### config.mk
export PLATFORM = sky130hd
export DESIGN_NAME = zt_sram
export DESIGN_NICKNAME = d
export VERILOG_FILES = /design/src/rtl/zt_pkg.sv /design/src/rtl/zt_burst_ctl.sv /design/src/rtl/zt_late_write.sv /design/src/rtl/zt_array.sv /design/src/rtl/zt_out_stage.sv /design/src/rtl/zt_sram.sv
export SDC_FILE = /design/constraint.sdc
export NUM_CORES = 1
export LEC_CHECK = 0
export ABC_AREA = 0
export BUFFER_PORTS_ARGS = -buffer_cell sky130_fd_sc_hd__clkbuf_2
export CAP_MARGIN = 20
export CORE_MARGIN = 5
export CORE_UTILIZATION = 52
export CTS_BUF_LIST = sky130_fd_sc_hd__clkbuf_16
export DETAILED_ROUTE_END_ITERATION = 10
export GPL_TIMING_DRIVEN = 1
export PLACE_DENSITY = 0.66
export SETUP_SLACK_MARGIN = 0.02
export SLEW_MARGIN = 10
export SYNTH_ARGS = -nofsm -noshare
export SYNTH_HDL_FRONTEND = slang
export SYNTH_HIERARCHICAL = 1
export SYNTH_SLANG_ARGS = --single-unit
### constraint.sdc
create_clock -name clk -period 5.1 [get_ports clk]
set_input_delay 0.255 -clock clk [delete_from_list [all_inputs] [get_ports clk]]
set_output_delay 0.255 -clock clk [all_outputs]
set_load 0.01 [all_outputs]
### src/rtl/zt_pkg.sv
package zt_pkg;
  localparam int BEATS = 4;
  localparam int LO_W  = $clog2(BEATS);

  typedef enum logic [1:0] {
    CMD_IDLE = 2'd0,
    CMD_RD   = 2'd1,
    CMD_WR   = 2'd2
  } cmd_e;

  // Low address bits of a burst beat from its start and beat count.
  function automatic logic [LO_W-1:0] beat_lo(input logic [LO_W-1:0] start,
                                              input logic [LO_W-1:0] cnt,
                                              input logic            ilv);
    return ilv ? (start ^ cnt) : (start + cnt);
  endfunction
endpackage

### src/rtl/zt_burst_ctl.sv
module zt_burst_ctl
  import zt_pkg::*;
#(
  parameter int AW = 6,
  parameter int NL = 2
) (
  input  logic          clk,
  input  logic          rst_n,
  input  logic          ilv,
  input  logic          sel_ok,
  input  logic          adv,
  input  logic          wr,
  input  logic [AW-1:0] addr,
  input  logic [NL-1:0] ben,
  output cmd_e          cmd_o,
  output logic [AW-1:0] addr_o,
  output logic [NL-1:0] ben_o
);
  logic            act_q,  act_d;
  logic            wr_q,   wr_d;
  logic [AW-1:0]   base_q, base_d;
  logic [LO_W-1:0] cnt_q,  cnt_d;
  cmd_e            cmd_q,  cmd_d;
  logic [AW-1:0]   addr_q, addr_d;
  logic [NL-1:0]   ben_q,  ben_d;

  always_comb begin
    act_d  = act_q;
    wr_d   = wr_q;
    base_d = base_q;
    cnt_d  = cnt_q;
    cmd_d  = CMD_IDLE;
    addr_d = addr_q;
    ben_d  = ben;
    if (!adv) begin
      if (sel_ok) begin
        act_d  = 1'b1;
        wr_d   = wr;
        base_d = addr;
        cnt_d  = '0;
        cmd_d  = wr ? CMD_WR : CMD_RD;
        addr_d = addr;
      end else begin
        act_d = 1'b0;
      end
    end else if (act_q) begin
      cnt_d  = cnt_q + 1'b1;
      cmd_d  = wr_q ? CMD_WR : CMD_RD;
      addr_d = {base_q[AW-1:LO_W], beat_lo(base_q[LO_W-1:0], cnt_q + 1'b1, ilv)};
    end
  end

  always_ff @(posedge clk or negedge rst_n) begin
    if (!rst_n) begin
      act_q  <= 1'b0;
      wr_q   <= 1'b0;
      base_q <= '0;
      cnt_q  <= '0;
      cmd_q  <= CMD_IDLE;
      addr_q <= '0;
      ben_q  <= '0;
    end else begin
      act_q  <= act_d;
      wr_q   <= wr_d;
      base_q <= base_d;
      cnt_q  <= cnt_d;
      cmd_q  <= cmd_d;
      addr_q <= addr_d;
      ben_q  <= ben_d;
    end
  end

  assign cmd_o  = cmd_q;
  assign addr_o = addr_q;
  assign ben_o  = ben_q;


  idle_adv_chk: assert property (@(posedge clk) disable iff (!rst_n)
    (adv && !act_q) |=> (cmd_o == CMD_IDLE));


  burst_page_chk: assert property (@(posedge clk) disable iff (!rst_n)
    (adv && act_q && cmd_o != CMD_IDLE) |=> (addr_o[AW-1:LO_W] == $past(addr_o[AW-1:LO_W])));
endmodule

### src/rtl/zt_late_write.sv
module zt_late_write
  import zt_pkg::*;
#(
  parameter int AW = 6,
  parameter int NL = 2
) (
  input  logic          clk,
  input  logic          rst_n,
  input  logic          pipe,
  input  cmd_e          s1_cmd,
  input  logic [AW-1:0] s1_addr,
  input  logic [NL-1:0] s1_ben,
  output logic          we_o,
  output logic [AW-1:0] waddr_o,
  output logic [NL-1:0] wben_o
);
  cmd_e          s2_cmd_q,  s2_cmd_d;
  logic [AW-1:0] s2_addr_q, s2_addr_d;
  logic [NL-1:0] s2_ben_q,  s2_ben_d;

  always_comb begin
    s2_cmd_d  = s1_cmd;
    s2_addr_d = s1_addr;
    s2_ben_d  = s1_ben;
  end

  always_ff @(posedge clk or negedge rst_n) begin
    if (!rst_n) begin
      s2_cmd_q  <= CMD_IDLE;
      s2_addr_q <= '0;
      s2_ben_q  <= '0;
    end else begin
      s2_cmd_q  <= s2_cmd_d;
      s2_addr_q <= s2_addr_d;
      s2_ben_q  <= s2_ben_d;
    end
  end

  // Flow-through commits from stage 1, pipelined from stage 2.
  always_comb begin
    if (pipe) begin
      we_o    = (s2_cmd_q == CMD_WR);
      waddr_o = s2_addr_q;
      wben_o  = s2_ben_q;
    end else begin
      we_o    = (s1_cmd == CMD_WR);
      waddr_o = s1_addr;
      wben_o  = s1_ben;
    end
  end


  dbl_late_chk: assert property (@(posedge clk) disable iff (!rst_n)
    (pipe && we_o) |-> ($past(s1_cmd) == CMD_WR));
endmodule

### src/rtl/zt_array.sv
module zt_array #(
  parameter int AW = 6,
  parameter int NL = 2,
  parameter int BW = 9
) (
  input  logic             clk,
  input  logic             we,
  input  logic [AW-1:0]    waddr,
  input  logic [NL-1:0]    wben,
  input  logic [NL*BW-1:0] wdata,
  input  logic [AW-1:0]    raddr,
  output logic [NL*BW-1:0] rdata
);
  localparam int DEPTH = 1 << AW;

  logic same_word;
  assign same_word = we && (waddr == raddr);

  for (genvar g = 0; g < NL; g++) begin : g_lane
    logic [BW-1:0] mem_l [DEPTH];
    logic          lane_we;

    assign lane_we = we && wben[g];

    always_ff @(posedge clk) begin
      if (lane_we) mem_l[waddr] <= wdata[g*BW +: BW];
    end

    // Pending lane data overrides the stored lane.
    assign rdata[g*BW +: BW] = (same_word && wben[g]) ? wdata[g*BW +: BW] : mem_l[raddr];
  end
endmodule

### src/rtl/zt_out_stage.sv
module zt_out_stage #(
  parameter int DW = 18
) (
  input  logic          clk,
  input  logic          rst_n,
  input  logic          pipe,
  input  logic          rd_en,
  input  logic [DW-1:0] rd_data,
  input  logic          oe_n,
  output logic [DW-1:0] dq_out,
  output logic          dq_drive
);
  logic          q_vld,  vld_d;
  logic [DW-1:0] q_data, data_d;
  logic          drive_int;
  logic [DW-1:0] data_sel;

  always_comb begin
    vld_d  = rd_en;
    data_d = q_data;
    if (rd_en) data_d = rd_data;
  end

  always_ff @(posedge clk or negedge rst_n) begin
    if (!rst_n) begin
      q_vld  <= 1'b0;
      q_data <= '0;
    end else begin
      q_vld  <= vld_d;
      q_data <= data_d;
    end
  end

  assign drive_int = pipe ? q_vld : rd_en;
  assign data_sel  = pipe ? q_data : rd_data;
  assign dq_drive  = drive_int && !oe_n;
  assign dq_out    = dq_drive ? data_sel : '0;


  pipe_lat_chk: assert property (@(posedge clk) disable iff (!rst_n)
    (pipe && rd_en) |=> (dq_drive || oe_n));


  flow_quiet_chk: assert property (@(posedge clk) disable iff (!rst_n)
    (!pipe && !rd_en) |-> !dq_drive);
endmodule

### src/rtl/zt_sram.sv
module zt_sram
  import zt_pkg::*;
#(
  parameter int ADDR_W = 6,
  parameter int LANES  = 2,
  parameter int BYTE_W = 9
) (
  input  logic                    clk,
  input  logic                    rst_n,
  input  logic                    mode_pipe,
  input  logic                    burst_ilv,
  input  logic                    sel_a_n,
  input  logic                    sel_b,
  input  logic                    sel_c_n,
  input  logic                    adv,
  input  logic                    wr,
  input  logic [LANES-1:0]        ben,
  input  logic [ADDR_W-1:0]       addr,
  input  logic [LANES*BYTE_W-1:0] wdata,
  input  logic                    oe_n,
  output logic [LANES*BYTE_W-1:0] dq_out,
  output logic                    dq_drive
);
  localparam int DATA_W = LANES * BYTE_W;

  logic              sel_ok;
  cmd_e              s1_cmd;
  logic [ADDR_W-1:0] s1_addr;
  logic [LANES-1:0]  s1_ben;
  logic              we;
  logic [ADDR_W-1:0] waddr;
  logic [LANES-1:0]  wben;
  logic [DATA_W-1:0] rd_word;
  logic              rd_en;

  assign sel_ok = !sel_a_n && sel_b && !sel_c_n;
  assign rd_en  = (s1_cmd == CMD_RD);

  zt_burst_ctl #(.AW(ADDR_W), .NL(LANES)) u_ctl (
    .clk(clk), .rst_n(rst_n), .ilv(burst_ilv), .sel_ok(sel_ok), .adv(adv),
    .wr(wr), .addr(addr), .ben(ben),
    .cmd_o(s1_cmd), .addr_o(s1_addr), .ben_o(s1_ben)
  );

  zt_late_write #(.AW(ADDR_W), .NL(LANES)) u_lw (
    .clk(clk), .rst_n(rst_n), .pipe(mode_pipe),
    .s1_cmd(s1_cmd), .s1_addr(s1_addr), .s1_ben(s1_ben),
    .we_o(we), .waddr_o(waddr), .wben_o(wben)
  );

  zt_array #(.AW(ADDR_W), .NL(LANES), .BW(BYTE_W)) u_arr (
    .clk(clk), .we(we), .waddr(waddr), .wben(wben), .wdata(wdata),
    .raddr(s1_addr), .rdata(rd_word)
  );

  zt_out_stage #(.DW(DATA_W)) u_out (
    .clk(clk), .rst_n(rst_n), .pipe(mode_pipe), .rd_en(rd_en),
    .rd_data(rd_word), .oe_n(oe_n), .dq_out(dq_out), .dq_drive(dq_drive)
  );


  desel_nowrite_chk: assert property (@(posedge clk) disable iff (!rst_n)
    (!adv && !sel_ok) |=> (s1_cmd == CMD_IDLE));
endmodule

# After elaboration in Yosys (flattened, before gate mapping)

Memories as Yosys holds them, arrays and structs flattened.
Cells that the tools add are included.
Widths: inputs -> output; s select.

$add $sub $neg: 2
Eq/ne operators: 5
Multiplexer cells: 25
Bitwise gates (word level): 2
Reductions and logical operators: 14

Operators with widths:

| operator            | count |
|---|---|
| $mux 18             | 2 |
| $mux 6              | 4 |
| $mux 2              | 10 |
| $mux 9              | 2 |
| $logic_and 1x1->1   | 8 |
| $mux 1              | 7 |
| $eq 6x6->1          | 1 |
| $eq 2x2->1 const B  | 2 |
| $reduce_and 2->1    | 2 |
| $logic_not 1->1     | 3 |
| $add 2x1->2 const B | 1 |
| $add 2x2->2         | 1 |
| $eq 2x1->1 const B  | 1 |
| $ne 2x1->1 const B  | 1 |
| $reduce_bool 2->1   | 1 |
| $xor 2x2->2         | 1 |
| $not 1->1           | 1 |

Register bits: 49
Memory bits (writable): 1152
Bits of input ports: 36
Output and inout bits: 19
Word-level logic and storage cells: 62
Memories: 2

Memory list:

| memory                | words | width | rd ports | clocked after memory_dff | wr ports | line           | source |
|---|---|---|---|---|---|---|---|
| u_arr.g_lane[0].mem_l | 64    | 9     | 1        | 0                        | 1        | zt_array.sv:20 | `logic [BW-1:0] mem_l [DEPTH];` |
| u_arr.g_lane[1].mem_l | 64    | 9     | 1        | 0                        | 1        | zt_array.sv:20 |  |

# Longest topological paths before layout

Gate-level depths: netlist (run 1).

Depth after elaboration: 7
Mapped depth: 12

# Cells and area by module

The synthesis (run 1) kept the hierarchy.

Modules (own cells, without submodules):

| module        | times used | cells an instance | area an instance (sq um) | seq. area each (sq um) |
|---|---|---|---|---|
| zt_array      | 1          | 2247              | 45294.7                  | 34593.2 |
| zt_out_stage  | 1          | 104               | 1026.0                   | 475.5 |
| zt_burst_ctl  | 1          | 71                | 907.1                    | 500.5 |
| zt_late_write | 1          | 22                | 399.1                    | 250.2 |
| zt_sram       | 1          | 2                 | 18.8                     | 0.0 |

# Least setup slack after synthesis (run 1)

No wires, ideal clock.

Path kind: input to register
Start point: in mode_pipe
End point: mem u_arr.g_lane[1].mem_l[44][0], enable pin
Arrival time: 2.402 ns
Required time: 4.726 ns
Setup slack: 2.324 ns
Cell stages on the path: 8
Cell sequence: buf_6 -> mux2_4 -> clkbuf_1 -> or3b_2 -> clkbuf_1 -> or2_2 -> clkbuf_1 -> nor2_1

RTL lines:

| what         | line                | source |
|---|---|---|
| from (decl)  | zt_sram.sv:10       | `input logic mode_pipe,` |
| $mux 6       | zt_late_write.sv:41 | `if (pipe) begin` |
| net waddr[0] | zt_sram.sv:31       | `logic [ADDR_W-1:0] waddr;` |
| to (decl)    | zt_array.sv:20      |  |

The timed path passes the listed nets, and every way through them passes these cells.

# Worst setup path in the final report (run 1)

Start point: reg u_ctl.addr_q[4], in the netlist u_ctl/addr_o[4]
End point: out dq_out[2]

Longest elaborated chain between the ends: 7

RTL lines:

| what                                                 | line               | source |
|---|---|---|
| from (decl)                                          | zt_burst_ctl.sv:24 | `logic [AW-1:0] addr_q, addr_d;` |
| from (signal assigned)                               | zt_burst_ctl.sv:68 | `addr_q <= addr_d;` |
| branches (longest 4 deep; another with $mem_v2 64x9) | -                  |  |
| $mux 9 (*)                                           | zt_array.sv:30     | `assign rdata[g*BW +: BW] = (same_word && wben[g]) ? wdata[g*BW +: BW] : mem_l[raddr];` |
| net rd_word[2]                                       | zt_sram.sv:33      | `logic [DATA_W-1:0] rd_word;` |
| $mux 18 (*)                                          | zt_out_stage.sv:35 | `assign data_sel = pipe ? q_data : rd_data;` |
| $mux 18 (*)                                          | zt_out_stage.sv:37 | `assign dq_out = dq_drive ? data_sel : '0;` |
| to (decl)                                            | zt_sram.sv:21      | `output logic [LANES*BYTE_W-1:0] dq_out,` |

Mark *: on every way through the listed nets, which the timed path passes.

==> results.yml, run 1 <==
timing:
  period_share_pct: 95.30
  report.final.hold_viol_count: 0
  period_minus_slack_ns: 4.860
  relSlewSlack_pct: 23.39
  worst_pin_slew_ns: 1.145
  fmax_mhz: 205.8
  skew_ns: 0.02727
  finalMaxSlewViolations: 0
  tns_ns: 0
  rsz0062_at_grt: "false"
  finalSetupViolCount: 0
floorplanning:
  start_util_pct: 52.22
  coreArea_um2: 91250
  ios: 55
  die_h_um: 312.7
  die-width_um: 312.7
  std_cell_rows: 111
  die_area_um2: 97780
place:
  portBuffers: 54
  place_congestion: 0.8745
  place_hpwl_mm: 69.45
  dp.cells: 3613
power_and_ir_drop:
  leakage_uw: 0.01675
  peakVddDrop_uv: 287.2
  power_density_nw_per_um2: 444.2
clock_network:
  clockRootBuffer: "clkbuf_16"
  cts_max_level: 3
  cts.sinks: 1201
  cts.path.max_buffers: 3
  cts_tree: "built"
  worst_skew_pair.late_latency_ns: 0.68
  cts_buffers: 113
  clk_pin_slew_ns: 0.06
global_route:
  use_met3_pct: 4.721
  grt_pass1_vias: 24373
  busiest_layer: "met2"
  antenna_found_initial: 5
  grt_pass1_wl_mm: 163.8
  globalRouteMet1Util_pct: 33.24
  grt_use_total_pct: 22.55
  grt_use_met2_pct: 34.79
  grt_max_degree: 79
  overflow: 0
layout:
  drive_above_1_share_pct: 25.09
  fillers: 6612
  fin_cells: 3842
  nets: 2603
  syn_to_final_growth_pct: 11.03
synthesis:
  netlist_area_um2: 47650
  ys_ff_latch: 1201
  synth_ff_type: "edfxtp_1"
  post-synth-top-count-cell: "edfxtp_1"
  synth.top_cell.area_share_pct: 72.61
  async_reset_ff_share_pct: 4.080
  synth_edf_count: 1152
  synth.area.top_cells: "edfxtp_1 73%, mux4_2 9.8%, dfrtp_1 2.6%, mux2_2 2.6%, mux2i_1 1.5%"
  synth_top_area_cell: "edfxtp_1"
  avgSynthCellArea_um2: 19.48
  syn_nets: 2483
  synth_cell_types: 70
  syn-instance-count: 2446
  yosysSeqAreaShare_pct: 75.18
  synth.top_cells.by_count: "1152 x edfxtp_1, 207 x mux4_2, 146 x nor2_1"
  yosysWarnings: 6
hold_path:
  whs_path_depth: 4
  hold_class: "in -> reg"
flow_run:
  cap_violations: 0
route:
  viasPerCell: 6.306
  drt_iter0_markers: 2809
  ant_nets: 0
  wl_per_cell_um: 28.92
  dr.pass1.iters: 8
  totalWireLength_mm: 111.1
  vias: 24227
  drcViolationCount: 0
critical_path:
  worstRegToRegCells: 8
  start_kind: "register"
  startpoint: "u_ctl/addr_o[4]$_DFFE_PN0P_"
  path_cells: "nand2b_1 > buf_4 > o22ai_1 > a2111oi_0 > nor4_1 > o41ai_1 > nand2_1 > o32ai_1 > clkbuf_2"
  critPathMaxStageDelay_ns: 0.84
  crit_path_end: "dq_out[2]"
  arrival_ns: 4.61
  cp_slowest_cell: "dfrtp_4"
  crit_fanout: 38
  r2r-end: "u_out/q_data[2]$_DFFE_PN0P_"
  rrSetupSlack_ns: 1.34
  path_class: "reg -> out"
  cp.required_ns: 4.85
  end_kind: "primary output"
  reg2reg_from: "u_ctl/addr_o[4]$_DFFE_PN0P_"
outcome:
  status: "finished clean"
-- critical path, delay by kind of cell, from the launching register on --
| kind | cells | cell delay [ns] |
|---|---|---|
| and+or+nand+nor | 3 | 1.00 |
| DFF | 1 | 0.84 |
| buffers and inverters | 2 | 0.45 |
| AOI/OAI and AO/OA | 4 | 1.62 |
-- worst min-delay path by stage --
stage | from | endpoint
floorplan | rst_n | u_ctl/act_q$_DFFE_PN0N_
global placement | u_ctl/ben_o[0]$_DFF_PN0_ | u_lw/s2_ben_q[0]$_DFF_PN0_
detailed placement | u_ctl/ben_o[1]$_DFF_PN0_ | u_lw/s2_ben_q[1]$_DFF_PN0_
CTS | sel_a_n | u_ctl/cnt_q[1]$_DFFE_PN0P_
global route | wdata[13] | u_arr/g_lane[1].mem_l[44][4]$_DFFE_PP_
finish | sel_a_n | u_ctl/cnt_q[1]$_DFFE_PN0P_
-- layer usage --
metal / part of all wire, % / wire, um
met5: 0.022 / 24
met4: 2.5 / 2755
met3: 9.6 / 10630
met2: 46 / 51640
met1: 41 / 46070
-- kinds of logic (layout without fill, tap and decap cells) --
logic type,Yosys count,in the layout,share of synthesized area [%]
flip-flops,1201,1201,75.18
multiplexers,404,404,14.37
AND/OR/NAND/NOR,385,385,3.831
AO/OA/AOI/OAI,262,262,4.194
buffers and inverters,183,391,2.190
XOR/XNOR,10,10,0.2127
adder cells (fa/ha/maj),1,1,0.02626
other,0,2,0
-- state kept, by name (all words and copies together) (netlist names) --
name                count
u_out/q_vld             1
u_out/q_data           18
u_ctl/cnt_q             2
u_ctl/wr_q              1
u_ctl/addr_o            6
u_lw/s2_cmd_q           2
u_lw/s2_addr_q          6
u_arr/g_lane.mem_l   1152
u_ctl/base_q            6
u_lw/s2_ben_q           2
u_ctl/cmd_o             2
u_ctl/ben_o             2
u_ctl/act_q             1
-- cell type report --
type | count | area [um2] | share of cell area (%)
Timing Repair Buffer | 157 | 1175 | 2.221
Clock buffer | 115 | 2878 | 5.440
Tap cell | 1186 | 1484 | 2.805
Antenna cell | 2 | 5.005 | 0.009460
Clock inverter | 88 | 621.8 | 1.175
Multi-Input combinational cell | 1062 | 10790 | 20.39
Sequential cell | 1201 | 35840 | 67.74
Inverter | 31 | 116.4 | 0.2200
-- what timing repair did --
action	CTS	global route
endpoints found under the setup margin	0	2
hold endpoints to repair	63	0
resized for setup	0	0
buffers inserted	0	1
hold buffers	13	0
-- placed cells by master (no fill, tap or decap), types with 13 or more instances in the layout --
cell           count
mux2_4            14
a22oi_1           28
a32oi_1           15
o22ai_1           62
dfrtp_1           44
o21ai_1           14
clkbuf_16        115
clkbuf_2          54
clkinv_2          20
nor4_1            20
buf_4             80
nor2b_1           31
a22o_1            15
o21ai_0           16
dlygate4sd3_1     13
mux4_2           207
inv_1             53
mux2i_1           70
edfxtp_1        1152
mux2_2           108
clkinv_1          27
nor2_1           145
nand2_1          103
a211oi_1          39
-- per-stage QoR --
stage	cell area [um2]	setup WS [ns]	total power, uW	utilization (%)	hold WS [ns]
after floorplan	47650	2.324	14300	-	-0.04059
after global placement	49110	0.7048	15660	53.83	0.3637
after detailed placement	49170	0.7746	15690	53.88	0.3709
after CTS	52800	0.02410	23610	57.86	0.02665
after global routing	52900	0.1211	24340	57.97	0.05740
final	52900	0.2398	23500	57.98	0.07799
-- where the power goes --
| group | total (uW) | leakage [uW] | internal (uW) | switching [uW] |
|---|---|---|---|---|
| clock | 7950 | 0.00179 | 4470 | 3490 |
| sequential | 11200 | 0.0110 | 10900 | 238 |
| combinational | 4370 | 0.00400 | 1820 | 2560 |
| total | 23500 | 0.0167 | 17200 | 6280 |
Note: power is estimated with default switching activity, not from simulation.
==> run 2, diff against run 1 <==
- CORE_ASPECT_RATIO: not set -> 1.2
==> run 2 against run 1 <==
Clock skew increased by 0.00062 ns. Register-to-register slack got worse by 0.20 ns. Combinational power increased by 5.5%. Power increased by 2.3%. Sequential share of layout area decreased by 0.19 points. Non-clock buffer count decreased by 9. Sequential power about the same. Routed wire length increased by 1.8%. Largest power group unchanged.
==> results.yml, run 2 (synthesis results as in run 1) <==
outcome:
  status: "finished clean"
route:
  viasPerCell: 6.318
  drt_iter0_markers: 2600
  wl_per_cell_um: 29.58
  totalWireLength_mm: 113.1
  drcViolationCount: 0
  vias: 24167
  ant_nets: 0
  dr.pass1.iters: 6
layout:
  top_register: "u_arr/g_lane.mem_l"
  syn_to_final_growth_pct: 11.34
  fin_area_um2: 53050
  mostFrequentLayoutCells: "1152 x edfxtp_1, 207 x mux4_2, 146 x nor2_1, 116 x clkbuf_16, 108 x mux2_2"
  fin_cells: 3825
  layout.cells.most_common: "edfxtp_1"
  top_regs: "u_arr/g_lane.mem_l (1152), u_out/q_data (18)"
  nets: 2595
  largest_reg_flops: 1152
  drive_above_1_share_pct: 25.23
timing:
  tns_ns: 0
  report.final.hold_viol_count: 0
  worst_pin_slew_ns: 1.173
  period_minus_slack_ns: 4.880
  finalMaxSlewViolations: 0
  period_share_pct: 95.68
  relSlewSlack_pct: 21.52
  fmax_mhz: 204.9
  setup_ws_ns: 0.2203
  finalSetupViolCount: 0
  skew_ns: 0.02789
  rsz0062_at_grt: "false"
clock_network:
  clockRootBuffer: "clkbuf_16"
  cts_tree: "built"
  cts.path.max_buffers: 3
  clk_pin_slew_ns: 0.06
  cts_buffers: 114
  worst_skew_pair.late_latency_ns: 0.69
  cts.sinks: 1201
  cts_max_level: 3
global_route:
  antenna_found_initial: 0
  overflow: 0
  grt_pass1_wl_mm: 166.2
  grt_max_degree: 104
  grt_pass1_vias: 24480
  grt_use_total_pct: 23.02
critical_path:
  rrSetupSlack_ns: 1.14
  reg2reg_from: "u_ctl/addr_o[0]$_DFFE_PN0P_"
  worstRegToRegCells: 5
  cpMostUsedCell: "buf_12"
  path_cells: "buf_12 > buf_12 > mux2_2 > o22ai_1 > a2111oi_0 > nor4_1 > o41ai_2 > nand2_1 > o32ai_1 > clkbuf_2"
  cp.required_ns: 4.85
  critPathMaxStageDelay_ns: 0.93
  cp_slowest_cell: "dfrtp_4"
  start_kind: "register"
  r2r-end: "u_arr/g_lane[1].mem_l[15][5]$_DFFE_PP_"
  crit_fanout: 40
  arrival_ns: 4.62
  end_kind: "primary output"
  path_class: "reg -> out"
floorplanning:
  die-width_um: 286.3
  coreArea_um2: 90840
  ios: 55
  die_area_um2: 97810
  start_util_pct: 52.45
  std_cell_rows: 121
  die_h_um: 341.6
power_and_ir_drop:
  clkPwrFrac_pct: 34.5
  switching_share_pct: 27.14
  pwr-share-comb_pct: 19.2
  p_sw_uw: 6524
  seqPwrFrac_pct: 46.3
  power_density_nw_per_um2: 453.2
  p_total_uw: 24040
  leakage_uw: 0.01684
  peakVddDrop_uv: 308.2
  p_int_uw: 17520
place:
  place_congestion: 0.8559
  dp.cells: 3590
  placed_cell_area_um2: 49130
  pre_cts_ws_ns: 0.4948
  place_hpwl_mm: 71.01
  portBuffers: 54
hold_path:
  worstHoldStart: "sel_c_n"
  min_to: "u_ctl/cnt_q[1]$_DFFE_PN0P_"
  hold_class: "in -> reg"
  whs_path_depth: 4
flow_run:
  cap_violations: 0
-- run 2: cell count changes in the layout (fill, tap and decap cells not counted), moves of 2 or more --
cell	change
buf_4	-9
inv_1	+6
clkinv_1	-5
bufinv_16	+4
clkinv_2	+4
clkinvlp_4	-3
buf_12	+2
buf_6	-2
inv_6	+2
-- run 2: through the flow --
stage	util, %	hold WS (ns)
after CTS	58.33	0.01880
after global placement	54.07	0.3705
final	58.40	0.06594
after global routing	58.40	0.08913
after floorplan	-	-0.04059
after detailed placement	54.08	0.3622
-- run 2: timing repair --
item | in CTS | in global routing
hold endpoints to repair | 64 | 0
hold buffers | 13 | 0
pin swaps | 0 | 0
setup endpoints to repair | 2 | 3
gates resized for setup | 2 | 3
setup buffers | 1 | 0
-- run 2: power groups by stage --
| stage | Clock [uW] | Combinational, uW | Sequential, uW |
|---|---|---|---|
| 6_report | 8300 | 4610 | 11100 |
| 2_1_floorplan | 0 | 3110 | 11200 |
| 3_5_place_dp | 0 | 4520 | 11400 |
| 3_3_place_gp | 0 | 4480 | 11400 |
| 4_1_cts | 8440 | 4600 | 11100 |
| 5_1_grt | 8880 | 4820 | 11100 |
-- run 2: layout make-up --
class                   instances  area [um2]
inverters                      31       116.4
well taps                    1168        1461
multi-input cells            1062       10810
clock buffers                 116        2903
flip-flops and latches       1201       35840
fillers                      6638       37790
clock inverters                98       795.8
diodes                          1       2.502
repair buffers                148        1125
-- run 2: worst max-delay path, delay by kind of cell (launching register included) --
family	cells	cell delay [ns]
and+or+nand+nor	2	1.03
DFF	1	0.93
buffers and inverters	3	0.80
AOI/OAI and AO/OA	4	0.71
muxes	1	0.37
-- run 2: how the worst max path moves through the flow --
stage / depth (start not counted) / end / from
after CTS: 10 / dq_out[6] / u_ctl/addr_o[0]$_DFFE_PN0P_
after global placement: 10 / dq_out[2] / u_ctl/addr_o[2]$_DFFE_PN0P_
after global routing: 10 / dq_out[3] / u_ctl/addr_o[2]$_DFFE_PN0P_
after floorplan: 8 / u_arr/g_lane[1].mem_l[44][0]$_DFFE_PP_ / mode_pipe
after detailed placement: 10 / dq_out[2] / u_ctl/addr_o[2]$_DFFE_PN0P_
final: 10 / dq_out[2] / u_ctl/addr_o[2]$_DFFE_PN0P_
-- run 2: metal layers --
layer	GRT usage, %	vias up	part of all wire (%)
met1	29.96	12646	38
met2	38.73	1090	50
met3	4.530	226	7.6
met4	8.961	0	4.3
li1	-	10205	-
met5	0	-	0
==> run 3, diff against run 2 <==
- CELL_PAD_IN_SITES_DETAIL_PLACEMENT: not set -> 1
- CELL_PAD_IN_SITES_GLOBAL_PLACEMENT: not set -> 1
- PLACE_DENSITY: 0.66 -> 0.73
==> run 3 against run 2 <==
Via count increased by 0.50%. Critical endpoint is now dq_out[13]. Setup slack better by 0.049 ns. First-iteration DRC count down 7.9%. Fmax is 1.0% higher. Clock power increased by 7.1%. Non-clock buffer count shrank 1. Final cell count down 0.16%.
==> results.yml, run 3 (synthesis results as in run 1) <==
floorplanning:
  die_area_um2: 97810
  die_h_um: 341.6
  coreArea_um2: 90840
  start_util_pct: 52.45
  die-width_um: 286.3
  std_cell_rows: 121
  ios: 55
timing:
  relSlewSlack_pct: 22.76
  finalMaxSlewViolations: 0
  period_minus_slack_ns: 4.831
  skew_ns: 0.04970
  finalSetupViolCount: 0
  period_share_pct: 94.72
  report.final.hold_viol_count: 0
  worst_pin_slew_ns: 1.154
  tns_ns: 0
  hold_ws_ns: 0.08867
  rsz0062_at_grt: "false"
  fmax_mhz: 207.0
global_route:
  grt_use_total_pct: 24.51
  grt_max_degree: 66
  grt_pass1_vias: 25979
  antenna_found_initial: 1
  grt_pass1_wl_mm: 177.7
  overflow: 0
critical_path:
  crit_path_end: "dq_out[13]"
  cp_top_family: "compound AO/OA/AOI/OAI gates"
  crit_cells: 10
  rrSetupSlack_ns: 1.14
  arrival_ns: 4.58
  r2r-end: "u_arr/g_lane[1].mem_l[20][4]$_DFFE_PP_"
  cpMostUsedCell: "nand2_1"
  critPathMaxStageDelay_ns: 0.84
  cp.required_ns: 4.85
  crit_fanout: 40
  cp_slowest_cell: "dfrtp_4"
  start_kind: "register"
  worstRegToRegCells: 5
  path_class: "reg -> out"
  path_cells: "buf_12 > buf_4 > mux4_2 > mux2i_1 > a32oi_1 > nand2_1 > a211oi_1 > nand2_1 > o32ai_2 > clkbuf_2"
  end_kind: "primary output"
  startpoint: "u_ctl/addr_o[2]$_DFFE_PN0P_"
  crit_buf_inv: 3
  reg2reg_from: "u_ctl/addr_o[2]$_DFFE_PN0P_"
layout:
  finalCoreUtilization_pct: 58.66
  drive_above_1_share_pct: 24.93
  largest_reg_flops: 1152
  top_register: "u_arr/g_lane.mem_l"
  layout.cells.most_common: "edfxtp_1"
  fillers: 7759
  mostFrequentLayoutCells: "1152 x edfxtp_1, 207 x mux4_2, 146 x nor2_1, 117 x clkbuf_16, 108 x mux2_2"
  syn_to_final_growth_pct: 11.84
  num_antenna_cells: 0
  nets: 2593
  top_regs: "u_arr/g_lane.mem_l (1152), u_out/q_data (18)"
route:
  drcViolationCount: 0
  dr.pass1.iters: 5
  vias: 24287
  wl_per_cell_um: 31.44
  totalWireLength_mm: 120.1
  viasPerCell: 6.360
  ant_nets: 0
  drt_iter0_markers: 2395
clock_network:
  cts_tree: "built"
  cts.sinks: 1201
  cts_buffers: 113
  worst_skew_pair.late_latency_ns: 0.69
  post_cts.repair.setup_buffers: 0
  clockRootBuffer: "clkbuf_16"
  cts.path.max_buffers: 3
  clk_pin_slew_ns: 0.06
  cts_max_level: 3
place:
  place_hpwl_mm: 76.14
  portBuffers: 54
  place_congestion: 0.8511
flow_run:
  cap_violations: 0
power_and_ir_drop:
  peakVddDrop_uv: 436.1
  power_density_nw_per_um2: 462.8
  leakage_uw: 0.01695
outcome:
  status: "finished clean"
hold_path:
  hold_class: "in -> reg"
run 3: cell types whose count changed in the layout (fill, tap and decap cells not counted), sizes merged:
cell	previous run	this run
buf	81	79
bufinv	12	23
clkbuf	170	171
clkdlybuf4s18	0	1
clkinv	50	42
clkinvlp	5	0
diode	1	0
inv	62	59
run 3: stage by stage:
step,total power (uW),cells,setup slack (ns),area (um2)
floorplan,14300,2446,2.324,47650
global placement,15830,3582,0.8564,49090
detailed placement,15950,3585,0.9665,49120
CTS,24830,3808,0.2277,53200
global route,25510,3819,0.07360,53290
finish,24660,3819,0.2693,53290
run 3: final cells by class:
cell class                 instances  area, um2  area share, %
tap                             1168       1461          2.743
clock buffer                     117       2928          5.495
inverter                          31      116.4         0.2184
multi-input combinational       1062      10790          20.24
sequential                      1201      35840          67.25
timing repair buffer             147       1132          2.125
clock inverter                    93       1026          1.925
run 3: worst min path at each step:
stage,from,to,slack (ns),cells after the start
6_report,adv,u_ctl/cmd_o[1]$_DFF_PN0_,0.09,3
5_1_grt,sel_a_n,u_ctl/base_q[2]$_DFFE_PN0P_,0.10,4
4_1_cts,adv,u_ctl/cmd_o[1]$_DFF_PN0_,0.05,3
3_5_place_dp,u_ctl/ben_o[0]$_DFF_PN0_,u_lw/s2_ben_q[0]$_DFF_PN0_,0.37,0
3_3_place_gp,u_ctl/ben_o[0]$_DFF_PN0_,u_lw/s2_ben_q[0]$_DFF_PN0_,0.37,0
2_1_floorplan,rst_n,u_ctl/act_q$_DFFE_PN0N_,-0.04,0
run 3: per-layer routing:
| metal | share of wire [%] | vias up | global-route usage, % |
|---|---|---|---|
| met1 | 38 | 12991 | 31.25 |
| met4 | 4.3 | 0 | 9.476 |
| met3 | 5.9 | 211 | 4.011 |
| li1 | - | 10196 | - |
| met2 | 52 | 889 | 42.53 |
| met5 | 0 | - | 0 |
run 3: worst min-delay path: cells and delay by family:
family	cells	cell delay, ns
buffers and inverters	1	0.26
AND/OR/NAND/NOR	1	0.13
AO/OA/AOI/OAI	1	0.07
run 3: where the power goes:
part           switching [uW]  internal (uW)  total (uW)
combinational            2740           1880        4620
sequential                216          10900       11200
clock                    3590           5300        8890
run 3: what timing repair did:
item	in CTS	in global routing
hold buffers	13	0
hold endpoints to repair	62	0
resized for setup	0	0
